## src/rtl/dec_pkg.sv

```systemverilog
package dec_pkg;

    parameter int W          = 4;
    parameter int SEQ_W      = 8;
    parameter int PC_W       = 16;
    parameter int INST_BYTES = 4;
    localparam int LANE_W    = (W > 1) ? $clog2(W) : 1;

    typedef struct packed {
        logic             vld;
        logic             kill;
        logic             ptaken;
        logic             ctrl;
        logic             dub;
        logic             nosrc;
        logic [SEQ_W-1:0] seq;
        logic [PC_W-1:0]  pc;
        logic [PC_W-1:0]  pnpc;
        logic [PC_W-1:0]  tgt;
    } rec_t;

    typedef rec_t [W-1:0] bundle_t;

    typedef struct packed {
        logic             vld;
        logic             rdy;
        logic [SEQ_W-1:0] seq;
        logic [PC_W-1:0]  pc;
        logic [PC_W-1:0]  npc;
    } lane_t;

    typedef lane_t [W-1:0] lanes_t;

    typedef enum logic [2:0] {
        ST_IDLE,
        ST_RUN,
        ST_BLK,
        ST_UNBLK,
        ST_SQ
    } dstate_e;

    function automatic logic [PC_W-1:0] fall_through(input logic [PC_W-1:0] pc);
        return pc + PC_W'(INST_BYTES);
    endfunction

    function automatic logic has_live(input bundle_t b);
        logic any;
        any = 1'b0;
        for (int i = 0; i < W; i++) any = any | b[i].vld;
        return any;
    endfunction

endpackage

```

## src/rtl/dec_skid_fifo.sv

```systemverilog
module dec_skid_fifo #(
    parameter int DW    = 8,
    parameter int DEPTH = 4
) (
    input  logic          clk,
    input  logic          rst,
    input  logic          push,
    input  logic          pop,
    input  logic          clear,
    input  logic [DW-1:0] din,
    output logic [DW-1:0] head,
    output logic          empty,
    output logic          full,
    output logic          last
);
    localparam int PTR_W = (DEPTH > 1) ? $clog2(DEPTH) : 1;
    localparam int CNT_W = $clog2(DEPTH + 1);

    logic [DW-1:0]    mem [DEPTH];
    logic [PTR_W-1:0] rd_ptr, wr_ptr;
    logic [CNT_W-1:0] cnt;
    logic             do_pop, do_push;

    assign empty   = (cnt == '0);
    assign full    = (cnt == CNT_W'(DEPTH));
    assign last    = (cnt == CNT_W'(1));
    assign do_pop  = pop && !empty;
    assign do_push = push && (!full || do_pop);
    assign head    = mem[rd_ptr];

    function automatic logic [PTR_W-1:0] bump(input logic [PTR_W-1:0] p);
        return (p == PTR_W'(DEPTH - 1)) ? '0 : p + 1'b1;
    endfunction

    always_ff @(posedge clk) begin
        if (rst || clear) begin
            rd_ptr <= '0;
            wr_ptr <= '0;
            cnt    <= '0;
        end else begin
            if (do_push) wr_ptr <= bump(wr_ptr);
            if (do_pop)  rd_ptr <= bump(rd_ptr);
            if (do_push && !do_pop)      cnt <= cnt + 1'b1;
            else if (do_pop && !do_push) cnt <= cnt - 1'b1;
        end
    end

    always_ff @(posedge clk) begin
        if (do_push && !clear) mem[wr_ptr] <= din;
    end

    AST_NO_OVERFLOW: assert property (@(posedge clk) disable iff (rst)
        !(push && !clear && full && !pop));

    AST_POP_NONEMPTY_KEEPS_COUNT: assert property (@(posedge clk) disable iff (rst)
        (do_pop && do_push && !clear) |=> (cnt == $past(cnt)));

endmodule

```

## src/rtl/dec_slot_proc.sv

```systemverilog
module dec_slot_proc
    import dec_pkg::*;
(
    input  logic             en,
    input  bundle_t          bin,
    output lanes_t           lanes,
    output logic             redir,
    output logic             redir_ctrl,
    output logic [SEQ_W-1:0] redir_seq,
    output logic [PC_W-1:0]  redir_npc
);
    logic              stop;
    logic [LANE_W-1:0] lane;
    logic [PC_W-1:0]   nxt;

    always_comb begin
        lanes      = '0;
        redir      = 1'b0;
        redir_ctrl = 1'b0;
        redir_seq  = '0;
        redir_npc  = '0;
        stop       = 1'b0;
        lane       = '0;
        nxt        = '0;
        for (int i = 0; i < W; i++) begin
            if (en && !stop && bin[i].vld && !bin[i].kill) begin
                nxt = bin[i].dub ? bin[i].tgt : fall_through(bin[i].pc);
                lanes[lane].vld = 1'b1;
                lanes[lane].rdy = bin[i].nosrc;
                lanes[lane].seq = bin[i].seq;
                lanes[lane].pc  = bin[i].pc;
                lanes[lane].npc = nxt;
                lane = lane + 1'b1;
                if (bin[i].ptaken && !bin[i].ctrl) begin
                    redir      = 1'b1;
                    redir_ctrl = 1'b1;
                    redir_seq  = bin[i].seq;
                    redir_npc  = fall_through(bin[i].pc);
                    stop       = 1'b1;
                end else if (bin[i].dub && (bin[i].pnpc != bin[i].tgt)) begin
                    redir      = 1'b1;
                    redir_seq  = bin[i].seq;
                    redir_npc  = bin[i].tgt;
                    stop       = 1'b1;
                end
            end
        end
    end

    always_comb begin
        AST_IDLE_NO_REDIR: assert (en || !redir);
    end

endmodule

```

## src/rtl/decode_stage.sv

```systemverilog
module decode_stage
    import dec_pkg::*;
#(
    parameter int SKID_DEPTH = 4
) (
    input  logic                clk,
    input  logic                rst,
    input  logic [W-1:0]        fb_vld,
    input  logic [W-1:0]        fb_kill,
    input  logic [W-1:0]        fb_ptaken,
    input  logic [W-1:0]        fb_ctrl,
    input  logic [W-1:0]        fb_dub,
    input  logic [W-1:0]        fb_nosrc,
    input  logic [W*SEQ_W-1:0]  fb_seq,
    input  logic [W*PC_W-1:0]   fb_pc,
    input  logic [W*PC_W-1:0]   fb_pnpc,
    input  logic [W*PC_W-1:0]   fb_tgt,
    input  logic                rn_stall,
    input  logic                ex_stall,
    input  logic                cm_stall,
    input  logic                cm_squash,
    input  logic                cm_rob_flush,
    output logic [W-1:0]        rn_vld,
    output logic [W-1:0]        rn_rdy,
    output logic [W*SEQ_W-1:0]  rn_seq,
    output logic [W*PC_W-1:0]   rn_pc,
    output logic [W*PC_W-1:0]   rn_npc,
    output logic                fe_stall,
    output logic                fe_redir,
    output logic                fe_redir_ctrl,
    output logic [SEQ_W-1:0]    fe_redir_seq,
    output logic [PC_W-1:0]     fe_redir_npc
);
    localparam int BW = $bits(bundle_t);

    dstate_e         st, nst;
    bundle_t         fbun, skid_head, src;
    logic [BW-1:0]   skid_head_raw;
    logic            skid_empty, skid_full, skid_last;
    logic            push, pop, clr;
    logic            any_stall, f_live, proc_en, processing;
    lanes_t          lanes, lanes_q;
    logic            p_redir, p_ctrl;
    logic [SEQ_W-1:0] p_seq;
    logic [PC_W-1:0]  p_npc;

    always_comb begin
        for (int i = 0; i < W; i++) begin
            fbun[i].vld    = fb_vld[i];
            fbun[i].kill   = fb_kill[i];
            fbun[i].ptaken = fb_ptaken[i];
            fbun[i].ctrl   = fb_ctrl[i];
            fbun[i].dub    = fb_dub[i];
            fbun[i].nosrc  = fb_nosrc[i];
            fbun[i].seq    = fb_seq[i*SEQ_W +: SEQ_W];
            fbun[i].pc     = fb_pc[i*PC_W +: PC_W];
            fbun[i].pnpc   = fb_pnpc[i*PC_W +: PC_W];
            fbun[i].tgt    = fb_tgt[i*PC_W +: PC_W];
        end
    end

    assign skid_head  = bundle_t'(skid_head_raw);
    assign any_stall  = rn_stall | ex_stall | cm_stall;
    assign f_live     = has_live(fbun);
    assign processing = (st == ST_IDLE) || (st == ST_RUN) || (st == ST_UNBLK);
    assign proc_en    = processing && !cm_squash && !any_stall &&
                        ((st == ST_UNBLK) ? !skid_empty : f_live);
    assign src        = (st == ST_UNBLK) ? skid_head : fbun;

    dec_skid_fifo #(.DW(BW), .DEPTH(SKID_DEPTH)) u_skid (
        .clk   (clk),
        .rst   (rst),
        .push  (push),
        .pop   (pop),
        .clear (clr),
        .din   (BW'(fbun)),
        .head  (skid_head_raw),
        .empty (skid_empty),
        .full  (skid_full),
        .last  (skid_last)
    );

    dec_slot_proc u_proc (
        .en         (proc_en),
        .bin        (src),
        .lanes      (lanes),
        .redir      (p_redir),
        .redir_ctrl (p_ctrl),
        .redir_seq  (p_seq),
        .redir_npc  (p_npc)
    );

    always_comb begin
        nst  = st;
        push = 1'b0;
        pop  = 1'b0;
        clr  = 1'b0;
        unique case (st)
            ST_IDLE, ST_RUN, ST_UNBLK: begin
                if (cm_squash) begin
                    nst = ST_SQ;
                    clr = 1'b1;
                end else if (any_stall) begin
                    nst  = ST_BLK;
                    push = f_live;
                end else if (st == ST_UNBLK && skid_empty) begin
                    nst = ST_RUN;
                end else if (p_redir) begin
                    nst = ST_SQ;
                    clr = 1'b1;
                end else if (st == ST_UNBLK) begin
                    push = f_live;
                    pop  = 1'b1;
                    nst  = (skid_last && !f_live) ? ST_RUN : ST_UNBLK;
                end else begin
                    nst = f_live ? ST_RUN : ST_IDLE;
                end
            end
            ST_BLK: begin
                if (cm_squash || cm_rob_flush) begin
                    nst = ST_SQ;
                    clr = 1'b1;
                end else begin
                    push = f_live;
                    if (!any_stall)
                        nst = (skid_empty && !f_live) ? ST_RUN : ST_UNBLK;
                end
            end
            ST_SQ: begin
                if (!cm_squash && !cm_rob_flush) nst = ST_RUN;
                else if (cm_squash)              clr = 1'b1;
            end
            default: nst = ST_IDLE;
        endcase
    end

    always_ff @(posedge clk) begin
        if (rst) begin
            st            <= ST_IDLE;
            lanes_q       <= '0;
            fe_stall      <= 1'b0;
            fe_redir      <= 1'b0;
            fe_redir_ctrl <= 1'b0;
            fe_redir_seq  <= '0;
            fe_redir_npc  <= '0;
        end else begin
            st            <= nst;
            lanes_q       <= lanes;
            fe_stall      <= (nst == ST_BLK) || (nst == ST_UNBLK);
            fe_redir      <= p_redir;
            fe_redir_ctrl <= p_ctrl;
            fe_redir_seq  <= p_seq;
            fe_redir_npc  <= p_npc;
        end
    end

    always_comb begin
        for (int i = 0; i < W; i++) begin
            rn_vld[i]                  = lanes_q[i].vld;
            rn_rdy[i]                  = lanes_q[i].rdy;
            rn_seq[i*SEQ_W +: SEQ_W]   = lanes_q[i].seq;
            rn_pc[i*PC_W +: PC_W]      = lanes_q[i].pc;
            rn_npc[i*PC_W +: PC_W]     = lanes_q[i].npc;
        end
    end

    AST_SQUASH_EMPTIES_LANES: assert property (@(posedge clk) disable iff (rst)
        cm_squash |=> (rn_vld == '0));

    AST_HELD_NO_FORWARD: assert property (@(posedge clk) disable iff (rst)
        (st == ST_BLK || st == ST_SQ) |=> (rn_vld == '0));

    AST_BLOCKED_STALLS_FETCH: assert property (@(posedge clk) disable iff (rst)
        (st == ST_BLK) |-> fe_stall);

    AST_UNBLK_HAS_WORK: assert property (@(posedge clk) disable iff (rst)
        (st == ST_UNBLK) |-> !skid_empty);

    AST_REDIR_IN_SQUASH: assert property (@(posedge clk) disable iff (rst)
        fe_redir |-> (st == ST_SQ));

endmodule

```

## config.mk

```make
export PLATFORM = sky130hd
export DESIGN_NAME = decode_stage
export DESIGN_NICKNAME = d
export VERILOG_FILES = /design/src/rtl/dec_pkg.sv /design/src/rtl/dec_skid_fifo.sv /design/src/rtl/dec_slot_proc.sv /design/src/rtl/decode_stage.sv
export SDC_FILE = /design/constraint.sdc
export NUM_CORES = 1
export LEC_CHECK = 0
export BUFFER_PORTS_ARGS = -buffer_cell sky130_fd_sc_hd__buf_2
export CORE_MARGIN = 2
export CORE_UTILIZATION = 34
export CTS_CLUSTER_DIAMETER = 200
export DETAILED_ROUTE_END_ITERATION = 10
export PLACE_DENSITY = 0.56
export SLEW_MARGIN = 15
export SYNTH_ARGS = -nofsm -noshare
export SYNTH_HDL_FRONTEND = slang
export SYNTH_SLANG_ARGS = --single-unit
```

## constraint.sdc

```tcl
create_clock -name clk -period 9.4 [get_ports clk]
set_input_delay 1.88 -clock clk [delete_from_list [all_inputs] [get_ports clk]]
set_output_delay 1.88 -clock clk [all_outputs]
set_load 0.02 [all_outputs]
```

Word-level counts from Yosys, hierarchy flattened:

Memory sizes are Yosys's and may differ from the RTL's. A register that Yosys moved wholly into a read port is not among the register bits.
Cells that the tools add are included.
W data, S select, Z words.

* add/subtract/negate cells: 10
* multiply operators: 0
* divide/modulo/power cells: 0
* order comparisons: 6
* equality and inequality tests: 14
* shifts and indexed selects: 0
* muxes and demuxes: 143
* bitwise gates (word level): 5
* reduce and logical (&&, ||, !) cells: 64

Operator list (count)
* $bwmux W168: 15
* $demux W42 S2: 15
* $mux W168: 3
* $mux W16: 19
* $mux W248: 1
* $mux W42: 4
* $mux W41: 3
* $mux W40: 3
* $mux W32: 3
* $mux W8: 12
* $add A16 B3 Y16 const B: 4
* $ne A16 B16 Y1: 4
* $mux W1: 44
* $logic_and A1 B1 Y1: 34
* $mux W3: 9
* $logic_not A1 Y1: 20
* $mux W2: 9
* $eq A3 B2 Y1 const B: 4
* $pmux W3 S3: 1
* $add A2 B1 Y2 const B: 3
* $eq A3 B1 Y1 const B: 2
* $eq A3 B3 Y1 const B: 2
* $logic_not A3 Y1: 2
* $logic_or A1 B1 Y1: 6
* other kinds (13): 20

* register bits: 205
* latch bits: 0
* memory bits (writable): 992
* bits in read-only memories: 0
* input bits: 255
* output and inout bits: 195
* word-level logic and storage cells: 272
* memories: 1

Memories
* u_skid.mem: depth 4, bits a word 248, rd ports 1, clocked after Yosys merged registers in 1, wr ports 1, line dec_skid_fifo.sv:19 `logic [DW-1:0] mem [DEPTH];`

Logic depth before layout (Yosys ltp):

* depth after elaboration: 36
* mapped depth: 23

Cells and area by module:

From an unflattened synthesis, not the netlist that was laid out.

* cells, all modules: 3593
* area, all modules: 52192.6 µm²

Modules (own cells, without submodules)
* dec_skid_fifo: times used 1, cells each 1356, area each 36545.0 µm²
* decode_stage: times used 1, cells each 1255, area each 8737.1 µm²
* dec_slot_proc: times used 1, cells each 982, area each 6910.4 µm²

Worst setup path after synthesis:

Ideal clock, no wire load.

* path type: input-to-reg
* start point: input fb_ctrl[0]
* end point: memory u_skid.mem[0][0] (netlist bit) (enable)
* setup time: 0.641 ns
* data arrival time: 9.402 ns
* required time: 8.759 ns
* setup slack: -0.643 ns
* cell stages on the path: 8
* path buffers: 0
* cell sequence: nand3b_1 -> o21ai_1 -> or4_1 -> or4b_2 -> a21oi_1 -> o2111ai_1 -> nand2_1 -> and2_1

* cells in the longest elaborated chain, start to end: 31
* elaborated cells on any way between the ends: 48

RTL lines
* start: declaration: line decode_stage.sv:11 `input logic [W-1:0] fb_ctrl,`
* $mux W248 (*): line decode_stage.sv:68 `assign src = (st == ST_UNBLK) ? skid_head : fbun;`
* $logic_not A1 Y1 (*): line dec_slot_proc.sv:34 `if (bin[i].ptaken && !bin[i].ctrl) begin`
* $logic_and A1 B1 Y1 (*): line dec_slot_proc.sv:34
* $mux W1 (*): line dec_slot_proc.sv:34
* $mux W1 (*): line dec_slot_proc.sv:26 `if (en && !stop && bin[i].vld && !bin[i].kill) begin`
* $logic_not A1 Y1: line dec_slot_proc.sv:26
* $logic_and A1 B1 Y1 (3 in a row): line dec_slot_proc.sv:26
* $mux W1 (*): line dec_slot_proc.sv:26
* [13 not listed]
* $mux W1: line decode_stage.sv:100 `if (cm_squash) begin`
* $mux W1: line decode_stage.sv:98 `unique case (st)`
* $logic_and A1 B1 Y1: line dec_skid_fifo.sv:27 `assign do_pop = pop && !empty;`
* $logic_or A1 B1 Y1: line dec_skid_fifo.sv:28 `assign do_push = push && (!full || do_pop);`
* $logic_and A1 B1 Y1: line dec_skid_fifo.sv:28
* $logic_and A1 B1 Y1 (*): line dec_skid_fifo.sv:49 `if (do_push && !clear) mem[wr_ptr] <= din;`
* $mux W1 (*): line dec_skid_fifo.sv:49
* $mux W1 (not written as such) (*): line dec_skid_fifo.sv:49
* end: declaration: line dec_skid_fifo.sv:19

Mark *: on every way between the ends. The rest lies on a longest branch, timed or not.

Final worst setup path:

* start point: input ex_stall
* end point: register lanes_q (netlist bit rn_npc[24])

* cells in the longest elaborated chain, start to end: 27
* elaborated cells on any way between the ends: 76

RTL lines
* start: declaration: line decode_stage.sv:19 `input logic ex_stall,`
* $or A1 B1 Y1 (*) (2 in a row): line decode_stage.sv:63 `assign any_stall = rn_stall | ex_stall | cm_stall;`
* $logic_not A1 Y1 (*)
* $logic_and A1 B1 Y1 (*) (2 in a row): line decode_stage.sv:66 `assign proc_en = processing && !cm_squash && !any_stall &&`
* branches (longest 21 deep; another with $lt A1 B3 Y1)
* $mux W168 (*): line dec_slot_proc.sv:26
* end signal: assignment: line decode_stage.sv:148 `lanes_q <= lanes;`
* end: declaration: line decode_stage.sv:42 `lanes_t lanes, lanes_q;`

Mark *: on every way between the ends.
A chain may end at the register's enable or synchronous reset.

==> impl.org <==
** Outcome
- The flow ran to the end, and the final reports show no timing, DRC or antenna violations.

** Logic synthesis
- After synthesis, the mean cell area works out to approximately 15 um2.
- Biggest area contributors in the synthesized netlist :: edfxtp_1, dfxtp_1, mux4_2, mux2i_1, xnor2_1
- Synth Warn # :: 0
- Count of flip-flops with a built-in enable after synthesis :: roughly 990
- Summing every instance area after synthesis gives 0.05221 mm2.
- Counting every net in the synthesized netlist gives 3,868.
- The most used flip-flop cell after synthesis is edfxtp_1.
- Post-Synth Simple-Gate Area :: 7.582%
- The portion of synthesized area spent on multiplexers is 12.05%.
- Counting every instance in the synthesized netlist gives between 3,000 and 4,000.
- Fraction of the mapped netlist area in compound gates :: around 7.1%
- Count of different cell masters after synthesis :: 89
- Sequential cells were found to cover about two thirds of the synthesized design area.
- Yosys instantiated no cell more often than edfxtp_1.
- The largest total area in the synthesized netlist belongs to edfxtp_1.
- Summing the areas of all xor and xnor instances in the mapped netlist gives about 5.7% of the synthesized area.
- Async S/R FF share, synth :: 0%
- Area share of the largest cell type after synthesis :: 57.06%
- Flip-flop and latch count after synthesis :: 1,199
- Fraction of the mapped netlist area in adder cells :: less than 1%
- Most common library cells after synthesis :: edfxtp_1, nand2_1, dfxtp_1, xnor2_1, mux2i_1
- Dominant combinational cell family by area after synthesis :: multiplexers

** Power
- Combinational logic burns ~6.4% of the power.
- Cell internal power was estimated by the tool at 9.004 mW.
- The worst-case IR drop observed on VDD is ~0.17 mV.
- The share of total power dissipated in sequential elements is between 50% and 60%.
- Switching part of the total :: 23.08%
- In this run, the clock network consumes approximately 43% of the power.
- For this design the total switching power over the nets is around 2.7 mW.
- Power spread over the standard cell area amounts to 191.0 mW/mm2.
- Standby leakage power :: a little over 20 nW

** STA
- Clock skew on the completed layout was measured at 0.03495 ns.
- Setup tns final :: 0 ns
- For the pin with the worst max-slew slack, the measured transition is ~1.2 ns.
- The number of hold violations in the final report is 0.
- Post-Route Hold Slack :: about 0.56 ns
- Setup repair after global routing left no endpoint under its margin.
- Derived from the worst setup path, the maximum achievable clock frequency is 134.5 MHz.
- Final setup violation count :: 0
- The max-slew violation count came to 0.
- Slew Limit Headroom :: between 10% and 20%
- Period utilization :: between 70% and 80%
- PnR worst setup slack :: approximately 2.0 ns
- Minimum clock period after layout :: 7.436 ns

** Worst setup path
- The setup path with the least slack is of type in -> reg.
- The worst register-to-register path has a setup slack of about 2.4 ns.
- Worst endpoint data arrival time :: around 8 ns
- Length in cells of the worst reg-to-reg path :: 12
- Critical Path Sink Type :: flip-flop
- Crit path max fanout :: 24
- The most critical setup path has its startpoint at ex_stall.
- Element type at the critical path start :: input pin
- CP required :: about 10 ns
- End of the critical path :: rn_npc[24]$_SDFF_PP0_
- The worst register-to-register path ends at u_skid.mem[0][197]$_DFFE_PP_.

** Floorplan
- Starting utilization of the core area :: 34.29%
- Die height :: ~400 um
- From left edge to right edge, the die measures slightly below 400 um.
- During I/O placement, the number of pins put on the boundary was 450.
- The core region is around 0.15 mm2.
- The floorplan step defined a die boundary enclosing 0.1567 mm2.
- Total number of placement rows :: around 140

** GRT
- Global routing consumed, on the met2 layer, a little over a third of the routing resources.
- Global routing consumed, on the met3 layer, ~6.6% of the routing resources.
- Global-route usage over all layers :: 23.81%
- First-pass GRT wire length :: 263,200 um
- Leftover overflow at the end of global routing :: 0
- GR Layer Usage met1 :: between 30% and 40%
- The via count of the first global-routing pass was about 34,000.
- Initial antenna violation count :: 95
- Layer carrying the most global-route usage :: met2
- Largest net degree at the start of global routing :: slightly above 100

** Layout
- The post-route netlist has roughly a quarter of its cells at a drive strength greater than 1.
- Cells fill 40.25% of the core in the end.
- Area growth syn-to-layout :: 17.37%
- After the last flow step, the layout net total stands at between 4,000 and 5,000.
- Final std cell area, no fill :: 0.06128 mm2

** Route
- Using the TritonRoute via totals, the vias-per-cell ratio works out to approximately 5.6.
- After detailed routing, the number of remaining DRC violations is 0.
- After detailed routing, the total wire length is between 150,000 and 200,000 um.
- Iter 0 DRT Violations :: 4,452
- Across all layers, the routed design uses between 30,000 and 40,000 vias.
- For this run, the detailed router's first-pass iteration total came to 6.
- After detailed routing, the average wire length per cell comes to slightly above 30 um.
- Remaining antenna violation count after routing :: 0

** CTS
- Clock-pin slew was measured on the worst setup and hold paths at 0.06 ns.
- The clock passes through at most 3 buffers.
- TritonCTS built the clock tree.
- Number of buffers inserted during clock tree synthesis :: 131
- Resize count post-CTS :: 0
- Insertion delay of the later-clocked pin in the worst-skew pair :: about 0.8 ns
- Buffers inserted to repair hold after CTS numbered 0.
- Maximum level of the CTS H-tree :: 4
- After clock tree synthesis, the setup repair step added 0 buffers.
- The tree is rooted in a clkbuf_16.
- CTS sink cnt :: roughly 1,200

** Hold path
- The worst hold path was traced through 2 stages.
- Min-delay worst type :: reg -> reg

** Place
- After legalization and detailed placement, the total HPWL measured roughly 140,000 um.
- Before CTS, the worst setup slack after placement is about 1.4 ns.
- During placement, the flow inserted port buffers numbering between 400 and 500.
- Routability Congestion :: approximately 0.97
- Placed standard-cell area :: ~0.057 mm2

** Flow run
- The tool flagged a number of max-cap violations equal to 0.
## state kept, by name, summed over array words and instances (netlist names), named ones only
signal	count
rn_pc	64
fe_redir_ctrl	1
u_skid.rd_ptr	2
u_skid.mem	992
rn_npc	64
u_skid.cnt	3
fe_redir_npc	16
u_skid.wr_ptr	2
fe_redir_seq	8
rn_seq	32
fe_redir	1
rn_vld	4
rn_rdy	4
fe_stall	1
st	3
## cells in the final DEF, fill, tap and decap left out, types with 26 or more instances in the layout
cell	n
o21ai_0	125
nand2_1	291
a22oi_1	27
nand4_1	26
dfxtp_1	205
buf_2	448
nor2_1	183
nand3_1	84
mux2_2	35
a211oi_1	36
a21oi_1	76
xnor2_1	207
inv_1	39
a31oi_1	54
clkbuf_16	134
xor2_1	131
o22ai_1	84
buf_4	96
clkbuf_1	30
mux2i_1	187
edfxtp_1	992
nor3_1	87
mux4_2	176
## kinds of logic after synthesis
group | count (synthesis)
compound gates | 567
flops | 1199
mux | 404
xor+xnor | 338
buf+inv | 234
simple gates | 835
fa+ha+maj | 18
## metal layers
layer | vias up | part of all wire [%]
met5 | - | 0.24
met1 | 17970 | 41
met4 | 72 | 4.4
li1 | 14830 | -
met3 | 467 | 9.8
met2 | 1912 | 45
## critical path, stage by stage
cell and delay (ns):
buf_2 0.09, nor3_1 0.90, nand3_1 0.27, a21oi_1 0.37
nand2_1 0.14, inv_2 0.41, o21ai_0 0.29, nor2_1 0.31
nor2_1 0.20, inv_1 0.17, ha_1 0.17, and2_1 0.32
nor2_1 0.20, nor4_2 0.96, nand2_1 0.97, o22ai_1 0.41
## layout make-up
class | count | area (um2)
Clock inverter | 64 | 589.3
Timing Repair Buffer | 554 | 3163
Clock buffer | 173 | 3590
Tap cell | 2030 | 2540
Multi-Input combinational cell | 2162 | 17250
Fill cell | 14270 | 90980
Inverter | 42 | 157.7
Antenna cell | 21 | 52.55
Sequential cell | 1199 | 33940
## stage by stage
| step | cells | total power [mW] |
|---|---|---|
| 6_report | 6245 | 11.71 |
| 2_1_floorplan | 3595 | 6.387 |
| 5_1_grt | 6231 | 12.04 |
| 3_3_place_gp | 5987 | 6.746 |
| 4_1_cts | 6224 | 11.78 |
| 3_5_place_dp | 5987 | 6.756 |
## power groups by stage
stage | combinational [mW] | clock, mW | sequential, mW
detailed placement | 0.729 | 0 | 6.03
CTS | 0.732 | 5.13 | 5.91
global placement | 0.722 | 0 | 6.02
global route | 0.783 | 5.34 | 5.92
finish | 0.744 | 5.05 | 5.91
floorplan | 0.356 | 0 | 6.03
## worst min path at each step
stage,slack [ns],start,to
after CTS,0.56,u_skid.rd_ptr[0]$_SDFFE_PP0N_,flip-flop
after detailed placement,0.54,u_skid.rd_ptr[1]$_SDFFE_PP0N_,flip-flop
final,0.56,u_skid.rd_ptr[0]$_SDFFE_PP0N_,flip-flop
after global placement,0.51,u_skid.rd_ptr[1]$_SDFFE_PP0N_,flip-flop
after floorplan,0.46,u_skid.rd_ptr[0]$_SDFFE_PP0N_,flip-flop
after global routing,0.58,u_skid.rd_ptr[0]$_SDFFE_PP0N_,flip-flop
Note: power is estimated with default switching activity, not from simulation.
